**config.mk**
```make
export PLATFORM = sky130hd
export DESIGN_NAME = basic_tmr
export DESIGN_NICKNAME = d
export VERILOG_FILES = /design/src/rtl/tmr_pkg.sv /design/src/rtl/tmr_prescaler.sv /design/src/rtl/tmr_counter.sv /design/src/rtl/tmr_regs.sv /design/src/rtl/basic_tmr.sv
export SDC_FILE = /design/constraint.sdc
export NUM_CORES = 1
export LEC_CHECK = 0
export BUFFER_PORTS_ARGS = -buffer_cell sky130_fd_sc_hd__buf_2
export CAP_MARGIN = 15
export CORE_UTILIZATION = 44
export CTS_BUF_LIST = sky130_fd_sc_hd__clkbuf_16
export DETAILED_ROUTE_END_ITERATION = 10
export SYNTH_ARGS = -nofsm -noshare
export SYNTH_HDL_FRONTEND = slang
export SYNTH_SLANG_ARGS = --single-unit
```
**constraint.sdc**
```tcl
create_clock -name clk -period 9.2 [get_ports clk]
set_clock_uncertainty 0.05 [all_clocks]
set_input_delay 0.92 -clock clk [delete_from_list [all_inputs] [get_ports clk]]
set_output_delay 0.92 -clock clk [all_outputs]
set_load 0.02 [all_outputs]
```
**src/rtl/tmr_pkg.sv**
```systemverilog
package tmr_pkg;
  typedef enum logic [2:0] {
    A_CTRL  = 3'd0,
    A_IEN   = 3'd1,
    A_STAT  = 3'd2,
    A_EVGEN = 3'd3,
    A_CNT   = 3'd4,
    A_PSC   = 3'd5,
    A_ARR   = 3'd6,
    A_NONE  = 3'd7
  } reg_addr_e;

  typedef struct packed {
    logic arpe;
    logic opm;
    logic src;
    logic udis;
    logic run;
  } ctrl_t;

  localparam int CTRL_RUN  = 0;
  localparam int CTRL_UDIS = 1;
  localparam int CTRL_SRC  = 2;
  localparam int CTRL_OPM  = 3;
  localparam int CTRL_ARPE = 7;
endpackage

```
**src/rtl/tmr_prescaler.sv**
```systemverilog
module tmr_prescaler #(
  parameter int W = 16
) (
  input  logic         clk,
  input  logic         rst_n,
  input  logic         en,
  input  logic         clr,
  input  logic [W-1:0] div,
  output logic         tick
);
  logic [W-1:0] pcnt_q, pcnt_d;
  logic         pcnt_ce;
  logic         at_top;

  assign at_top = (pcnt_q == div);
  assign tick   = en && at_top;

  always_comb begin
    pcnt_ce = clr || en;
    pcnt_d  = pcnt_q;
    if (clr)         pcnt_d = '0;
    else if (at_top) pcnt_d = '0;
    else             pcnt_d = pcnt_q + 1'b1;
  end

  always_ff @(posedge clk or negedge rst_n) begin
    if (!rst_n)       pcnt_q <= '0;
    else if (pcnt_ce) pcnt_q <= pcnt_d;
  end

  // a frozen, un-cleared prescaler keeps its phase
  assert_freeze_hold_R10: assert property (@(posedge clk) disable iff (!rst_n)
    (!en && !clr) |=> $stable(pcnt_q));
endmodule

```
**src/rtl/tmr_counter.sv**
```systemverilog
module tmr_counter #(
  parameter int W = 16
) (
  input  logic         clk,
  input  logic         rst_n,
  input  logic         tick,
  input  logic         clr,
  input  logic         load,
  input  logic [W-1:0] load_val,
  input  logic [W-1:0] limit,
  output logic [W-1:0] cnt,
  output logic         ovf
);
  logic [W-1:0] cnt_q, cnt_d;
  logic         cnt_ce;

  assign ovf = tick && !clr && !load && (cnt_q == limit);
  assign cnt = cnt_q;

  always_comb begin
    cnt_ce = clr || load || tick;
    cnt_d  = cnt_q;
    if (clr)       cnt_d = '0;
    else if (load) cnt_d = load_val;
    else if (ovf)  cnt_d = '0;
    else           cnt_d = cnt_q + 1'b1;
  end

  always_ff @(posedge clk or negedge rst_n) begin
    if (!rst_n)      cnt_q <= '0;
    else if (cnt_ce) cnt_q <= cnt_d;
  end

  // the counter returns to zero after an overflow
  assert_wrap_zero_R4: assert property (@(posedge clk) disable iff (!rst_n)
    ovf |=> (cnt_q == '0));
endmodule

```
**src/rtl/tmr_regs.sv**
```systemverilog
module tmr_regs
  import tmr_pkg::*;
#(
  parameter int W = 16
) (
  input  logic         clk,
  input  logic         rst_n,
  input  logic         wr_en,
  input  logic [2:0]   addr,
  input  logic [W-1:0] wdata,
  input  logic         uev,
  input  logic         flag_set,
  input  logic         opm_stop,
  input  logic [W-1:0] cnt,
  output ctrl_t        ctrl,
  output logic         ien,
  output logic         flag,
  output logic [W-1:0] psc_act,
  output logic [W-1:0] arr_act,
  output logic         sw_ug,
  output logic         cnt_wr,
  output logic [W-1:0] rdata
);
  localparam logic [W-1:0] ARR_RST = {W{1'b1}};

  ctrl_t        ctrl_q, ctrl_d;
  logic         ien_q, flag_q, flag_d;
  logic [W-1:0] psc_buf_q, psc_act_q, arr_buf_q, arr_act_q, arr_act_d;
  logic         ctrl_wr, ien_wr, stat_clr, psc_wr, arr_wr;
  logic         ctrl_ce, arr_act_ce, flag_ce;

  assign ctrl_wr  = wr_en && (addr == A_CTRL);
  assign ien_wr   = wr_en && (addr == A_IEN);
  assign stat_clr = wr_en && (addr == A_STAT) && !wdata[0];
  assign sw_ug    = wr_en && (addr == A_EVGEN) && wdata[0];
  assign cnt_wr   = wr_en && (addr == A_CNT);
  assign psc_wr   = wr_en && (addr == A_PSC);
  assign arr_wr   = wr_en && (addr == A_ARR);

  always_comb begin
    ctrl_d = ctrl_q;
    if (ctrl_wr) begin
      ctrl_d.run  = wdata[CTRL_RUN];
      ctrl_d.udis = wdata[CTRL_UDIS];
      ctrl_d.src  = wdata[CTRL_SRC];
      ctrl_d.opm  = wdata[CTRL_OPM];
      ctrl_d.arpe = wdata[CTRL_ARPE];
    end
    if (opm_stop) ctrl_d.run = 1'b0;
    ctrl_ce = ctrl_wr || opm_stop;
  end

  always_comb begin
    arr_act_d  = arr_act_q;
    arr_act_ce = 1'b0;
    if (arr_wr && !ctrl_q.arpe) begin
      arr_act_d  = wdata;
      arr_act_ce = 1'b1;
    end else if (uev) begin
      arr_act_d  = arr_buf_q;
      arr_act_ce = 1'b1;
    end
  end

  always_comb begin
    flag_ce = flag_set || stat_clr;
    flag_d  = flag_set ? 1'b1 : 1'b0;
  end

  always_ff @(posedge clk or negedge rst_n) begin
    if (!rst_n) begin
      ctrl_q    <= '0;
      ien_q     <= 1'b0;
      flag_q    <= 1'b0;
      psc_buf_q <= '0;
      psc_act_q <= '0;
      arr_buf_q <= ARR_RST;
      arr_act_q <= ARR_RST;
    end else begin
      if (ctrl_ce)    ctrl_q    <= ctrl_d;
      if (ien_wr)     ien_q     <= wdata[0];
      if (flag_ce)    flag_q    <= flag_d;
      if (psc_wr)     psc_buf_q <= wdata;
      if (uev)        psc_act_q <= psc_buf_q;
      if (arr_wr)     arr_buf_q <= wdata;
      if (arr_act_ce) arr_act_q <= arr_act_d;
    end
  end

  always_comb begin
    rdata = '0;
    unique case (addr)
      A_CTRL: begin
        rdata[CTRL_RUN]  = ctrl_q.run;
        rdata[CTRL_UDIS] = ctrl_q.udis;
        rdata[CTRL_SRC]  = ctrl_q.src;
        rdata[CTRL_OPM]  = ctrl_q.opm;
        rdata[CTRL_ARPE] = ctrl_q.arpe;
      end
      A_IEN:   rdata[0] = ien_q;
      A_STAT:  rdata[0] = flag_q;
      A_CNT:   rdata    = cnt;
      A_PSC:   rdata    = psc_buf_q;
      A_ARR:   rdata    = arr_buf_q;
      default: rdata    = '0;
    endcase
  end

  assign ctrl    = ctrl_q;
  assign ien     = ien_q;
  assign flag    = flag_q;
  assign psc_act = psc_act_q;
  assign arr_act = arr_act_q;

  // the flag is sticky unless software clears it
  assert_flag_sticky_R9: assert property (@(posedge clk) disable iff (!rst_n)
    (flag_q && !stat_clr) |=> flag_q);
  // the active prescaler changes only at an update event
  assert_psc_hold_R3: assert property (@(posedge clk) disable iff (!rst_n)
    !uev |=> $stable(psc_act_q));
  // with buffering on, the active limit waits for an update event
  assert_arr_hold_R5: assert property (@(posedge clk) disable iff (!rst_n)
    (ctrl_q.arpe && !uev) |=> $stable(arr_act_q));
  // reserved control bits read as zero
  assert_resv_zero_R2: assert property (@(posedge clk) disable iff (!rst_n)
    (addr == A_CTRL) |-> (rdata[6:4] == 3'b000 && rdata[W-1:8] == '0));
endmodule

```
**src/rtl/basic_tmr.sv**
```systemverilog
module basic_tmr
  import tmr_pkg::*;
#(
  parameter int CNT_W = 16
) (
  input  logic             clk,
  input  logic             rst_n,
  input  logic             wr_en,
  input  logic [2:0]       addr,
  input  logic [CNT_W-1:0] wdata,
  output logic [CNT_W-1:0] rdata,
  input  logic             dbg_halt,
  input  logic             dbg_stop_en,
  output logic             upd_irq,
  output logic             upd_trig
);
  logic         rst_meta, rst_sync;
  ctrl_t        ctrl;
  logic         ien, flag, sw_ug, cnt_wr, tick, ovf, uev, flag_set, opm_stop;
  logic         cnt_en, trig_q;
  logic [CNT_W-1:0] psc_act, arr_act, cnt;

  always_ff @(posedge clk or negedge rst_n) begin
    if (!rst_n) begin
      rst_meta <= 1'b0;
      rst_sync <= 1'b0;
    end else begin
      rst_meta <= 1'b1;
      rst_sync <= rst_meta;
    end
  end

  assign cnt_en   = ctrl.run && !(dbg_halt && dbg_stop_en);
  assign uev      = !ctrl.udis && (sw_ug || ovf);
  assign flag_set = uev && (ovf || !ctrl.src);
  assign opm_stop = uev && ovf && ctrl.opm;

  tmr_regs #(.W(CNT_W)) u_regs (
    .clk(clk), .rst_n(rst_sync), .wr_en(wr_en), .addr(addr), .wdata(wdata),
    .uev(uev), .flag_set(flag_set), .opm_stop(opm_stop), .cnt(cnt),
    .ctrl(ctrl), .ien(ien), .flag(flag), .psc_act(psc_act), .arr_act(arr_act),
    .sw_ug(sw_ug), .cnt_wr(cnt_wr), .rdata(rdata)
  );

  tmr_prescaler #(.W(CNT_W)) u_psc (
    .clk(clk), .rst_n(rst_sync), .en(cnt_en), .clr(sw_ug), .div(psc_act),
    .tick(tick)
  );

  tmr_counter #(.W(CNT_W)) u_cnt (
    .clk(clk), .rst_n(rst_sync), .tick(tick), .clr(sw_ug), .load(cnt_wr),
    .load_val(wdata), .limit(arr_act), .cnt(cnt), .ovf(ovf)
  );

  always_ff @(posedge clk or negedge rst_sync) begin
    if (!rst_sync) trig_q <= 1'b0;
    else           trig_q <= uev;
  end

  assign upd_trig = trig_q;
  assign upd_irq  = flag && ien;

  // update-disable leaves the trigger silent in the following cycle
  assert_udis_quiet_R7: assert property (@(posedge clk) disable iff (!rst_sync)
    ctrl.udis |=> !upd_trig);
  // a one-shot overflow update stops the counter
  assert_oneshot_stop_R6: assert property (@(posedge clk) disable iff (!rst_sync)
    (ovf && !ctrl.udis && ctrl.opm) |=> !ctrl.run);
endmodule

```
After elaboration in Yosys (flattened, before gate mapping)
Cells that the tools add are included. Widths: inputs -> output; s select.

Bits of input ports: 24. Output and inout port bits: 18. Logic and storage cells: 84. Bits in registers: 106.

Muxes and demuxes: 17. Equal/unequal tests: 8. $add $sub $neg: 2. Reductions and logical operators: 41.

Operators by type and width (number): $mux 16 (7); $add 16x1->16 const B (2); $eq 16x16->1 (2); $pmux 8 s3 (1); $logic_and 1x1->1 (21); $pmux 3 s4 (1); $eq 3x3->1 const B (3); $pmux 3 s3 (1); $logic_not 1->1 (7); $logic_or 1x1->1 (7); $eq 3x2->1 const B (2); $pmux 1 s6 (1); $reduce_and 2->1 (3); $mux 1 (5); $pmux 1 s4 (1); $reduce_bool 2->1 (2); $eq 3x1->1 const B (1); $logic_not 3->1 (1).

Depth between registers and ports, before layout
Gate-level depths: netlist (run 1).

Word-level depth: 13. Gate-level depth with buffers: 9. Depth with buffers taken out: 7.

By module
Synthesis (run 1) repeated with hierarchy kept, for this count alone.

Cell total of the unflattened synthesis: 537. Area, all modules: 5963.2 sq um.

Modules (own cells, without submodules): tmr_regs (seq. area each 1816.7 sq um, cells each 277, instances 1, area each 3483.3 sq um); tmr_counter (seq. area each 400.4 sq um, cells each 144, instances 1, area each 1298.7 sq um); tmr_prescaler (seq. area each 400.4 sq um, cells each 104, instances 1, area each 1049.8 sq um); basic_tmr (seq. area each 75.1 sq um, cells each 12, instances 1, area each 131.4 sq um).

Worst setup path after synthesis (run 1)
OpenSTA, ideal clock, no wires.

Path type: input -> output. From: in addr[1]. To: out rdata[0]. Path slack: 6.030 ns. Path buffers: 2. Stages: 5. Data arrival time: 2.200 ns. Cell sequence: buf_2 > buf_1 > mux4_2 > inv_1 > o22ai_1.

Longest elaborated chain between the ends: 2. Elaborated cells between the ends (all ways): 7.

RTL lines: start: declaration (RTL line basic_tmr.sv:9) `input logic [2:0] addr,`; $eq 3x3->1 (tied with other cells) (RTL line tmr_regs.sv:92) `unique case (addr)`; $pmux 1 s6 * (RTL line tmr_regs.sv:92); end: declaration (RTL line basic_tmr.sv:11) `output logic [CNT_W-1:0] rdata,`.

Mark *: on every way between the ends. The rest lies on a longest branch, timed or not.

Worst setup path in the final report (run 1)
From: in addr[2]. To: reg u_regs.psc_act_q[6] (netlist: u_regs.psc_act[6]).

Longest elaborated chain between the ends: 9. Elaborated cells between the ends (all ways): 12.

RTL lines: $eq 3x2->1 (RTL line tmr_regs.sv:35) `assign sw_ug = wr_en && (addr == A_EVGEN) && wdata[0];`; $logic_and 1x1->1 (2 in series) (RTL line tmr_regs.sv:35); $logic_not 1->1 (RTL line tmr_counter.sv:17) `assign ovf = tick && !clr && !load && (cnt_q == limit);`; $logic_and 1x1->1 (3 in series) (RTL line tmr_counter.sv:17); $logic_or 1x1->1 * (RTL line basic_tmr.sv:34) `assign uev = !ctrl.udis && (sw_ug || ovf);`; $logic_and 1x1->1 * (RTL line basic_tmr.sv:34); end signal: assignment (RTL line tmr_regs.sv:84) `if (uev) psc_act_q <= psc_buf_q;`; end: declaration (RTL line tmr_regs.sv:28) `logic [W-1:0] psc_buf_q, psc_act_q, arr_buf_q, arr_act_q, arr_act_d;`.

Marks and branches as above. A chain may end at the register's enable or synchronous reset.

==> out/qor.txt, run 1 <==
initial antenna violation count - 0
Crit Reg-Reg Startpoint - u_cnt.cnt[7]
Hold Fails Final Rpt - 0
Final min period - 4.08 ns
Post-Syn Nets - 653
top cells by count, synth - 77 x nor2_1, 74 x dfrtp_1, 43 x mux2_2, 43 x nand2_1, 37 x xnor2_1
Die Width - 120 um
CTS tree - yes
reg-to-reg slack, setup - 5.54 ns
Netlist Area Pre-Place - 6100 um2
Clk Latency, worst-skew pair - 0.36 ns
pin count of the biggest net entering global routing - 54
number of synthesized flops with an enable pin - 0
# H-tree levels - 3
asr flop ratio synth - 100%
Worst setup EP type - flop
CP max stage cell - nor2_1
fin cells - 824
gpl congestion - 0.969
clk slew on worst S/H paths - 0.07 ns
Nets - 669
crit-path max cell delay - 0.72 ns
Top Family by Delay on Critical Path - simple AND/OR/NAND/NOR gates
path depth of the worst reg2reg path - 6
WS Path Type - input port to flop
routed via count - 4,849
Synth area leader - dfrtp_1
max-cap viol count - 0
reg-to-reg critical path endpoint - u_regs.psc_act[6]
Wirelength per Cell - 19.5 um
worst-path cell chain - buf_2, nand2b_1, nor2_1, buf_4, nor2_1, nand4_4, a21oi_4, mux2_2
ratio of cells with drive above 1 in the final layout - 23.1%
core area - 13,400 um2
ys flop type - dfrtp_1
post-synth top area share - 30.4%
sequential area share after synthesis - 44.2%
cell count after synthesis - 627
Via-to-Cell Ratio - 5.88
vias in the first global route - 4,645
type of the worst min-delay path - input port to asynchronous set/reset pin
Ports - 42
drt first pass iters - 5
worst path bufs/invs - 2
hold buffers post-CTS - 0
CP max FO - 37
All-Layer GR Usage - 24.0%
WL final - 16,100 um
total congestion overflow - 0
register bit total from synthesis - 106
Critical Path Start Type - input port
crit path to - u_regs.psc_act[6]
Initial DRC Count - 325
worst slew pin tran - 1.08 ns
clock root buffer - clkbuf_16
number of diodes - 0
antenna viol nets, final - 0
most used cell along the critical path - nor2_1
synth warn - 0
most frequent cell after synthesis - nor2_1
CTS Buffer Depth - 2
number of buffers added for setup after CTS - 0
Initial Util - 45.5%
first-pass GRT wire length - 26,300 um
drt drc - 0
CTS Sinks - 106
CP Data Required Time - 9.40 ns
Port Buffers - 41
worst slew margin relative to its limit - 28.2%
Final HPWL DP - 11,400 um
pwr dens - 231 nW/um2
# resized after CTS - 0
CP arrival - 4.27 ns
FMAX - 0.245 GHz
final cycle utilization of the critical path - 44.3%
Distinct cells, synth - 58
maximum vdd drop - 0.000183 V
Avg Inst Size Synth - 9.72 um2
Final Slew Violations - 0
total die area - 14,300 um2
crit path launch - addr[2]
Area Growth Syn to Fin - 10.9%
Area contributors post-synth - dfrtp_1 30%, dfstp_2 14%, mux2_2 7.9%
setup tns final - 0 ns
Inst Count DP - 807
Row Count - 42
cell count along the critical path - 8
RSZ-0062 raised after global routing - false
CTS buffer count - 9
die height - 120 um
Final setup viols - 0
leakage - 0.00275 uW
outcome - finished clean
## worst min path at each step
stage                  start  endpoint  slack [ns]  cells past startpoint
CTS                    rst_n  rst_sync        0.27                      1
finish                 rst_n  rst_sync        0.28                      1
detailed placement  rst_meta  rst_sync        0.29                      0
global route           rst_n  rst_sync        0.27                      1
floorplan           rst_meta  rst_sync        0.28                      0
global placement    rst_meta  rst_sync        0.29                      0
## layout by cell type (no fill, tap or decap), types with 4 or more instances in the layout
cell type	instances
o2bb2ai_1	17
nor3_1	24
or2_2	4
dfrtp_1	73
and3_1	5
nand4_1	14
xnor2_1	37
and2_1	15
a31oi_1	6
mux2_1	9
xor2_1	10
and4_1	5
nor2_1	76
o211ai_1	9
mux2i_1	19
a211oi_1	17
a21oi_1	23
buf_4	6
o21ai_0	26
dfstp_2	32
buf_2	41
nand2_1	43
nand3_1	18
inv_1	7
clkbuf_16	9
or3_1	4
mux2_2	43
## routing by layer
layer / wire length (um) / GRT usage, % / up-vias / part of all wire [%]
met2: 7490 / 36.6 / 145 / 47
met4: 304 / 7.42 / 0 / 1.9
met1: 7380 / 34.0 / 2409 / 46
met3: 932 / 5.23 / 21 / 5.8
li1: - / - / 2274 / -
met5: 0 / 0 / - / 0
## stage by stage
stage               power (uW)  cell area [um2]  util, %  setup slack (ns)  hold slack, ns
finish                    1560             6760     50.5              5.12           0.282
global route              1650             6760     50.5              4.82           0.271
CTS                       1570             6750     50.3              5.10           0.270
detailed placement        1120             6400     47.8              4.71           0.291
global placement          1110             6400     47.8              4.87           0.287
floorplan                  993             6100        -              6.03           0.281
## registers in the layout (all words and copies together) (netlist names)
register          cells
u_regs.arr_act       16
u_regs.ctrl           5
rst_meta              1
u_psc.pcnt_q         16
u_cnt.cnt            16
u_regs.arr_buf_q     16
u_regs.psc_buf_q     16
u_regs.psc_act       16
upd_trig              1
u_regs.ien            1
u_regs.flag           1
rst_sync              1
## worst reg2reg max path, stage by stage, from the launching register on
cell and delay [ns]:
dfrtp_1 0.47, xnor2_1 0.28, nand4_1 0.22, nor4_4 0.84
nand4_4 0.59, a21oi_4 0.69, mux2_2 0.41
## cells by family (layout without fill, tap and decap cells)
logic type	Yosys count	count (layout)	share of synthesized area, %
other	1	1	0.0615
DFF	106	106	44.2
muxes	72	72	13.1
AOI/OAI and AO/OA	122	122	13.6
xor gates and xnor gates	47	47	6.75
buffers and inverters	50	71	3.30
and+or+nand+nor	227	227	18.6
adders and majority gates	2	2	0.410
## report_power, final
group	switching [uW]	internal (uW)	total, uW
logic	201	192	393
registers	136	587	723
clock network	180	266	446
## layout make-up
type | count | area (um2)
fillers | 1242 | 6640
multi-input cells | 471 | 3210
clock buffers | 9 | 225
repair buffers | 48 | 265
inverters | 7 | 26.3
flip-flops and latches | 106 | 2700
clock inverters | 7 | 119
well taps | 176 | 220
Power figures use the tool's default switching activity.
==> run 2, diff against run 1 <==
Settings changed: ABC_AREA from default to 1.
Clock period 9.2 ns to 3.9 ns, I/O delays scaled along.
==> out/qor.txt, run 2 <==
outcome - finished clean
fin util - 50.3% (-0.17 points)
sw power - 1500 uW (+190%)
Area Growth Syn to Fin - 10.5%
sequential area share after synthesis - 44.2% (about the same)
CTS Sinks - 106 (unchanged)
routed via count - 5,389 (+11%)
Synth Area in Adders - 0.410% (about the same)
vias in the first global route - 5,104 (+9.9%)
CTS tree - yes
ys flop type - dfrtp_1
power consumption - 3940 uW (+150%)
antenna viol nets, final - 0 (unchanged)
reg-to-reg slack, setup - 1.49 ns (-4.05 ns)
die height - 120 um (about the same)
Filler Cell Count - 1,398 (+13%)
XOR/XNOR Fraction of Synth Area - 2.59% (-4.2 points)
first-pass GRT wire length - 26,000 um (-0.94%)
drt drc - 0 (unchanged)
maximum vdd drop - 0.000312 V (+71%)
Port Buffers - 41 (unchanged)
asr flop ratio synth - 100% (unchanged)
register bit total from synthesis - 106 (unchanged)
most frequent cells in the layout - 360 x nand2_1, 112 x inv_1, 73 x dfrtp_1
Internal - 2440 uW (+130%)
synth warn - 0 (unchanged)
CP arrival - 2.66 ns (-1.61 ns)
Area contributors post-synth - dfrtp_1 30%, nand2_1 22%, dfstp_2 14%
switching fraction of total power - 38.1% (+5.0 points)
# resized after CTS - 0 (unchanged)
Clk pwr share - 23.4% (-5.2 points)
initial antenna violation count - 0 (unchanged)
Netlist Area Pre-Place - 6100 um2 (about the same)
Inst Count DP - 1,072 (+33%)
most common cell after layout, fill and taps aside - nand2_1
type of the worst min-delay path - input port to flop
Ports - 42 (unchanged)
pwr dens - 585 nW/um2 (+150%)
Distinct cells, synth - 39 (-33%)
total congestion overflow - 0 (unchanged)
top cells by count, synth - 360 x nand2_1, 112 x inv_1, 74 x dfrtp_1
FMAX - 0.416 GHz
path depth of the worst reg2reg path - 12 (+6)
Final min period - 2.41 ns
leakage - 0.00352 uW (+28%)
gpl congestion - 0.883 (-8.9%)
largest family of logic cells by synthesized area - simple AND/OR/NAND/NOR gates
ratio of cells with drive above 1 in the final layout - 12.5% (-11 points)
All-Layer GR Usage - 23.7% (-0.32 points)
cell count after synthesis - 874 (+39%)
post-synth top area share - 30.4% (about the same)
Seq pwr share - 45.2% (-1.1 points)
Critical Path Start Type - flop
CTS buffer count - 9 (unchanged)
drt first pass iters - 5 (unchanged)
reg-to-reg critical path endpoint - u_regs.arr_act[5]
Worst Min Path Start - wdata[11]
logic gate share of total power - 31.3% (+6.2 points)
fin cells - 1,089 (+32%)
Final HPWL DP - 12,100 um (+6.7%)
clock root buffer - clkbuf_16
WL final - 16,100 um (-0.25%)
CTS Buffer Depth - 2 (unchanged)
Worst setup EP type - flop
Clk Latency, worst-skew pair - 0.36 ns (about the same)
Die Width - 120 um (about the same)
Compound-Gate Fraction of Synth Area - 9.79% (-3.8 points)
core area - 13,400 um2 (unchanged)
most used cell along the critical path - nand2_1
CP max stage cell - dfrtp_1
crit-path max cell delay - 0.48 ns (-0.24 ns)
final cycle utilization of the critical path - 61.7%
Avg Inst Size Synth - 6.98 um2 (-28%)
crit path launch - u_cnt.cnt[4]
hold depth - 3
pin count of the biggest net entering global routing - 72 (+33%)
most frequent cell after synthesis - nand2_1
Row Count - 42 (unchanged)
Post-Syn Nets - 900 (+38%)
Nets - 934 (+40%)
worst-path cell chain - inv_2, nand2_1, nand2_1, nor2_2, nand2_1, nor2_1, nand3_1, o21bai_1, nand2_1, nand2_2, nand2_1, nand2_1
Setup WS post-layout - 1.49 ns (-3.63 ns)
Crit Reg-Reg Startpoint - u_cnt.cnt[4]
number of synthesized flops with an enable pin - 0 (unchanged)
max-cap viol count - 0 (unchanged)
Via-to-Cell Ratio - 4.95 (-16%)
setup tns final - 0 ns (unchanged)
CP max FO - 18 (-51%)
Final setup viols - 0 (unchanged)
WS Path Type - flop to flop
Synth area leader - dfrtp_1
Wirelength per Cell - 14.8 um (-25%)
Final Slew Violations - 0 (unchanged)
Setup WS pre-CTS - 1.14 ns (-3.56 ns)
worst slew margin relative to its limit - 37.4% (+9.2 points)
Initial Util - 45.5% (about the same)
total die area - 14,300 um2 (about the same)
RSZ-0062 raised after global routing - false
Synth Area in Simple Gates - 32.9% (+14 points)
CP Data Required Time - 4.16 ns (-5.24 ns)
number of diodes - 0 (unchanged)
# H-tree levels - 3 (unchanged)
post-synthesis mux area share - 0.185% (-13 points)
Hold Fails Final Rpt - 0 (unchanged)
clk slew on worst S/H paths - 0.07 ns (about the same)
Hold EP - u_regs.arr_buf_q[11]
worst slew pin tran - 0.939 ns (-0.138 ns)
Initial DRC Count - 365 (+12%)
-- run 2: changes by cell type in the layout (fill, tap and decap cells not counted), moves of 11 or more --
cell,before,now
o21ai_0,26,54
inv_1,7,112
mux2_2,43,1
nor2_1,76,53
o221ai_1,0,11
nand3_1,18,46
xnor2_1,37,1
a211oi_1,17,0
o2bb2ai_1,17,0
mux2i_1,19,0
and2_1,15,0
nand2_1,43,360
-- run 2: worst max path at each step --
stage               depth (start not counted)                end
detailed placement                         13  u_regs.arr_act[5]
finish                                     12  u_regs.arr_act[5]
floorplan                                   0       u_cnt.cnt[0]
CTS                                        12  u_regs.arr_act[5]
global placement                           13  u_regs.arr_act[2]
global route                               12  u_regs.arr_act[8]
-- run 2: area by class of cell --
class,count,area (um2),area share [%]
Multi-Input combinational cell,619,2800,41.5
Inverter,123,464,6.89
Clock inverter,7,67.6,1.00
Tap cell,176,220,3.27
Sequential cell,106,2700,40.0
Timing Repair Buffer,49,268,3.97
Clock buffer,9,225,3.34
-- run 2: kinds of logic (layout without fill, tap and decap cells) --
group	count (synthesis)	after routing
compound gates	101	101
xor+xnor	18	18
mux	1	1
buf+inv	149	188
fa+ha+maj	2	2
other cells	1	1
flops	106	106
simple gates	496	496
-- run 2: repair_timing --
action,CTS,global route
hold buffers,1,0
hold endpoints to repair,2,0
buffers inserted,0,0
-- run 2: through the flow --
| stage | instance area, um2 | hold slack, ns |
|---|---|---|
| final | 6740 | 0.232 |
| after floorplan | 6100 | 0.0444 |
| after detailed placement | 6440 | 0.128 |
| after CTS | 6740 | 0.227 |
| after global routing | 6740 | 0.246 |
| after global placement | 6440 | 0.128 |
-- run 2: metal layers --
metal / global-route usage, % / up-vias / wire (um)
li1: - / 2792 / -
met1: 32.2 / 2459 / 7820
met3: 4.42 / 25 / 542
met4: 7.81 / 0 / 320
met2: 37.9 / 113 / 7380
met5: 0 / - / 0
-- run 2: power by group through the flow --
stage	Clock [uW]	Combinational, uW	Sequential [uW]
2_1_floorplan	0	966	1700
3_3_place_gp	0	1220	1800
3_5_place_dp	0	1240	1800
4_1_cts	949	1240	1790
5_1_grt	981	1420	1830
6_report	924	1240	1780
-- run 2: critical path: cells and delay by family, from the launching register on --
kind | cells | cell delay (ns)
AND/OR/NAND/NOR | 10 | 1.60
flip-flops | 1 | 0.48
AO/OA/AOI/OAI | 1 | 0.13
buffers and inverters | 1 | 0.10
==> run 3, diff against run 2 <==
Clock period 3.9 ns to 2 ns, I/O delays scaled along.
==> out/qor.txt, run 3 (synthesized netlist as in run 2, its figures left out) <==
RSZ-0062 raised after global routing - true
power consumption - 8240 uW (+110%)
reg-to-reg critical path endpoint - u_regs.psc_act[2]
path depth of the worst reg2reg path - 12 (unchanged)
outcome - finished clean
CP max FO - 7 (-11)
fin util - 54.7% (+4.4 points)
All-Layer GR Usage - 24.7% (+0.99 points)
Setup WS pre-CTS - -0.000396 ns (-1.14 ns)
max-cap viol count - 0 (unchanged)
Row Count - 42 (unchanged)
antenna viol nets, final - 0 (unchanged)
drt first pass iters - 5 (unchanged)
Area Growth Syn to Fin - 20.3%
CTS tree - yes
maximum vdd drop - 0.000628 V (+100%)
switching fraction of total power - 38.2% (+0.17 points)
Ports - 42 (unchanged)
Clk pwr share - 22.4% (-1.0 points)
Clk Latency, worst-skew pair - 0.36 ns (about the same)
logic gate share of total power - 35.8% (+4.5 points)
hold depth - 3 (unchanged)
Hold Fails Final Rpt - 0 (unchanged)
most common cell after layout, fill and taps aside - nand2_1
Worst Min Path Start - wdata[4]
first-pass GRT wire length - 27,300 um (+4.7%)
Seq pwr share - 41.8% (-3.4 points)
total die area - 14,300 um2 (unchanged)
reg-to-reg slack, setup - 0.06 ns (-1.43 ns)
routed via count - 5,633 (+4.5%)
CTS Sinks - 106 (unchanged)
Die Width - 120 um (unchanged)
Critical Path Start Type - flop
Worst setup EP type - flop
FMAX - 0.516 GHz (+24%)
final cycle utilization of the critical path - 96.9% (+35 points)
CP Data Required Time - 2.19 ns (-1.97 ns)
Internal - 5090 uW (+110%)
final instance area - 7330 um2 (+8.8%)
core area - 13,400 um2 (unchanged)
Final HPWL DP - 12,500 um (+2.8%)
drt drc - 0 (unchanged)
CTS Buffer Depth - 2 (unchanged)
Final setup viols - 0 (unchanged)
pwr dens - 1120 nW/um2 (+92%)
Final min period - 1.94 ns (-0.467 ns)
worst path bufs/invs - 2 (+1)
ratio of cells with drive above 1 in the final layout - 21.9% (+9.4 points)
clk slew on worst S/H paths - 0.07 ns (about the same)
total congestion overflow - 0 (unchanged)
Wirelength per Cell - 15.2 um (+3.0%)
most frequent cells in the layout - 336 x nand2_1, 101 x inv_1, 69 x dfrtp_1
crit-path max cell delay - 0.56 ns (+0.08 ns)
leakage - 0.00383 uW (+8.7%)
Via-to-Cell Ratio - 4.96 (+0.29%)
Port Buffers - 41 (unchanged)
Nets - 980 (+4.9%)
CP max stage cell - dfstp_2
pin count of the biggest net entering global routing - 63 (-13%)
Initial DRC Count - 417 (+14%)
Setup WS post-layout - 0.0616 ns (-1.43 ns)
Final Slew Violations - 0 (unchanged)
Initial Util - 45.5% (unchanged)
Crit Reg-Reg Startpoint - u_regs.arr_act[2]
WS Path Type - flop to flop
# H-tree levels - 3 (unchanged)
most used cell along the critical path - nand2_1
CP arrival - 2.13 ns (-0.53 ns)
initial antenna violation count - 0 (unchanged)
worst-path cell chain - inv_2, nand2_1, nand2_2, nor2_1, nand2_1, nor2_1, nand3_1, o21bai_2, nand2_4, buf_12, nand2_1, o21ai_1
vias in the first global route - 5,148 (+0.86%)
placed cell area - 6690 um2 (+4.0%)
type of the worst min-delay path - input port to flop
gpl congestion - 0.876 (-0.78%)
Top Family by Delay on Critical Path - simple AND/OR/NAND/NOR gates
WL final - 17,200 um (+7.4%)
number of diodes - 0 (unchanged)
Hold EP - u_regs.arr_buf_q[4]
die height - 120 um (unchanged)
clock root buffer - clkbuf_16
sw power - 3150 uW (+110%)
CTS buffer count - 9 (unchanged)
## run 3: changes by cell type in the layout (fill, tap and decap cells not counted), moves of 5 or more
cell,change
inv_1,-11
nand2_1,-24
nand2_2,+21
nor2_1,-5
inv_2,+9
buf_4,+37
## run 3: power by group through the flow
| stage | Clock (uW) | Combinational (uW) | Sequential (uW) |
|---|---|---|---|
| floorplan | 0 | 1880 | 3320 |
| global placement | 0 | 2610 | 3450 |
| detailed placement | 0 | 2620 | 3460 |
| CTS | 1890 | 2640 | 3420 |
| global route | 1960 | 3340 | 3550 |
| finish | 1840 | 2950 | 3450 |
## run 3: repair_timing
item	in CTS	in global routing
setup endpoints to repair	1	62
endpoints found under the hold margin	2	0
cloned	0	4
hold buffers	1	0
buffers inserted	0	11
pin swaps	0	22
resized for setup	1	67
## run 3: metrics by stage
step,hold slack (ns),setup TNS [ns],std cells
after floorplan,-0.146,0,874
after global placement,-0.0634,0,1103
after CTS,0.0264,0,1120
final,0.0317,0,1135
after global routing,0.0378,-1.74,1135
after detailed placement,-0.0636,-0.000396,1103
## run 3: layout make-up
class / count / area [um2]
fillers: 1331 / 6070
multi-input cells: 619 / 2920
flip-flops and latches: 106 / 2700
repair buffers: 93 / 687
inverters: 123 / 483
clock buffers: 9 / 225
well taps: 176 / 220
clock inverters: 7 / 77.6
repair inverters: 2 / 16.3
## run 3: worst max path at each step
stage | start | to | slack (ns) | cells past startpoint
after floorplan | rst_sync | u_cnt.cnt[0] | 0.20 | 0
final | u_regs.arr_act[2] | u_regs.psc_act[2] | 0.06 | 12
after detailed placement | u_cnt.cnt[1] | u_cnt.cnt[12] | -0.0004 | 12
after CTS | u_regs.arr_act[2] | u_regs.psc_act[14] | 0.05 | 13
after global routing | u_regs.arr_act[11] | u_regs.arr_act[14] | -0.07 | 12
after global placement | u_cnt.cnt[1] | u_cnt.cnt[12] | 0.01 | 12
## run 3: tightest hold or removal path: cells and delay by family
family | cells | cell delay, ns
simple gates | 1 | 0.05
buf+inv | 1 | 0.11
compound gates | 1 | 0.06
## run 3: per-layer routing
metal | vias up | GRT usage (%) | routed length (um)
met5 | - | 0 | 0
met4 | 0 | 4.69 | 189
met3 | 11 | 4.85 | 846
met2 | 142 | 38.3 | 7730
met1 | 2582 | 35.7 | 8480
li1 | 2898 | - | -
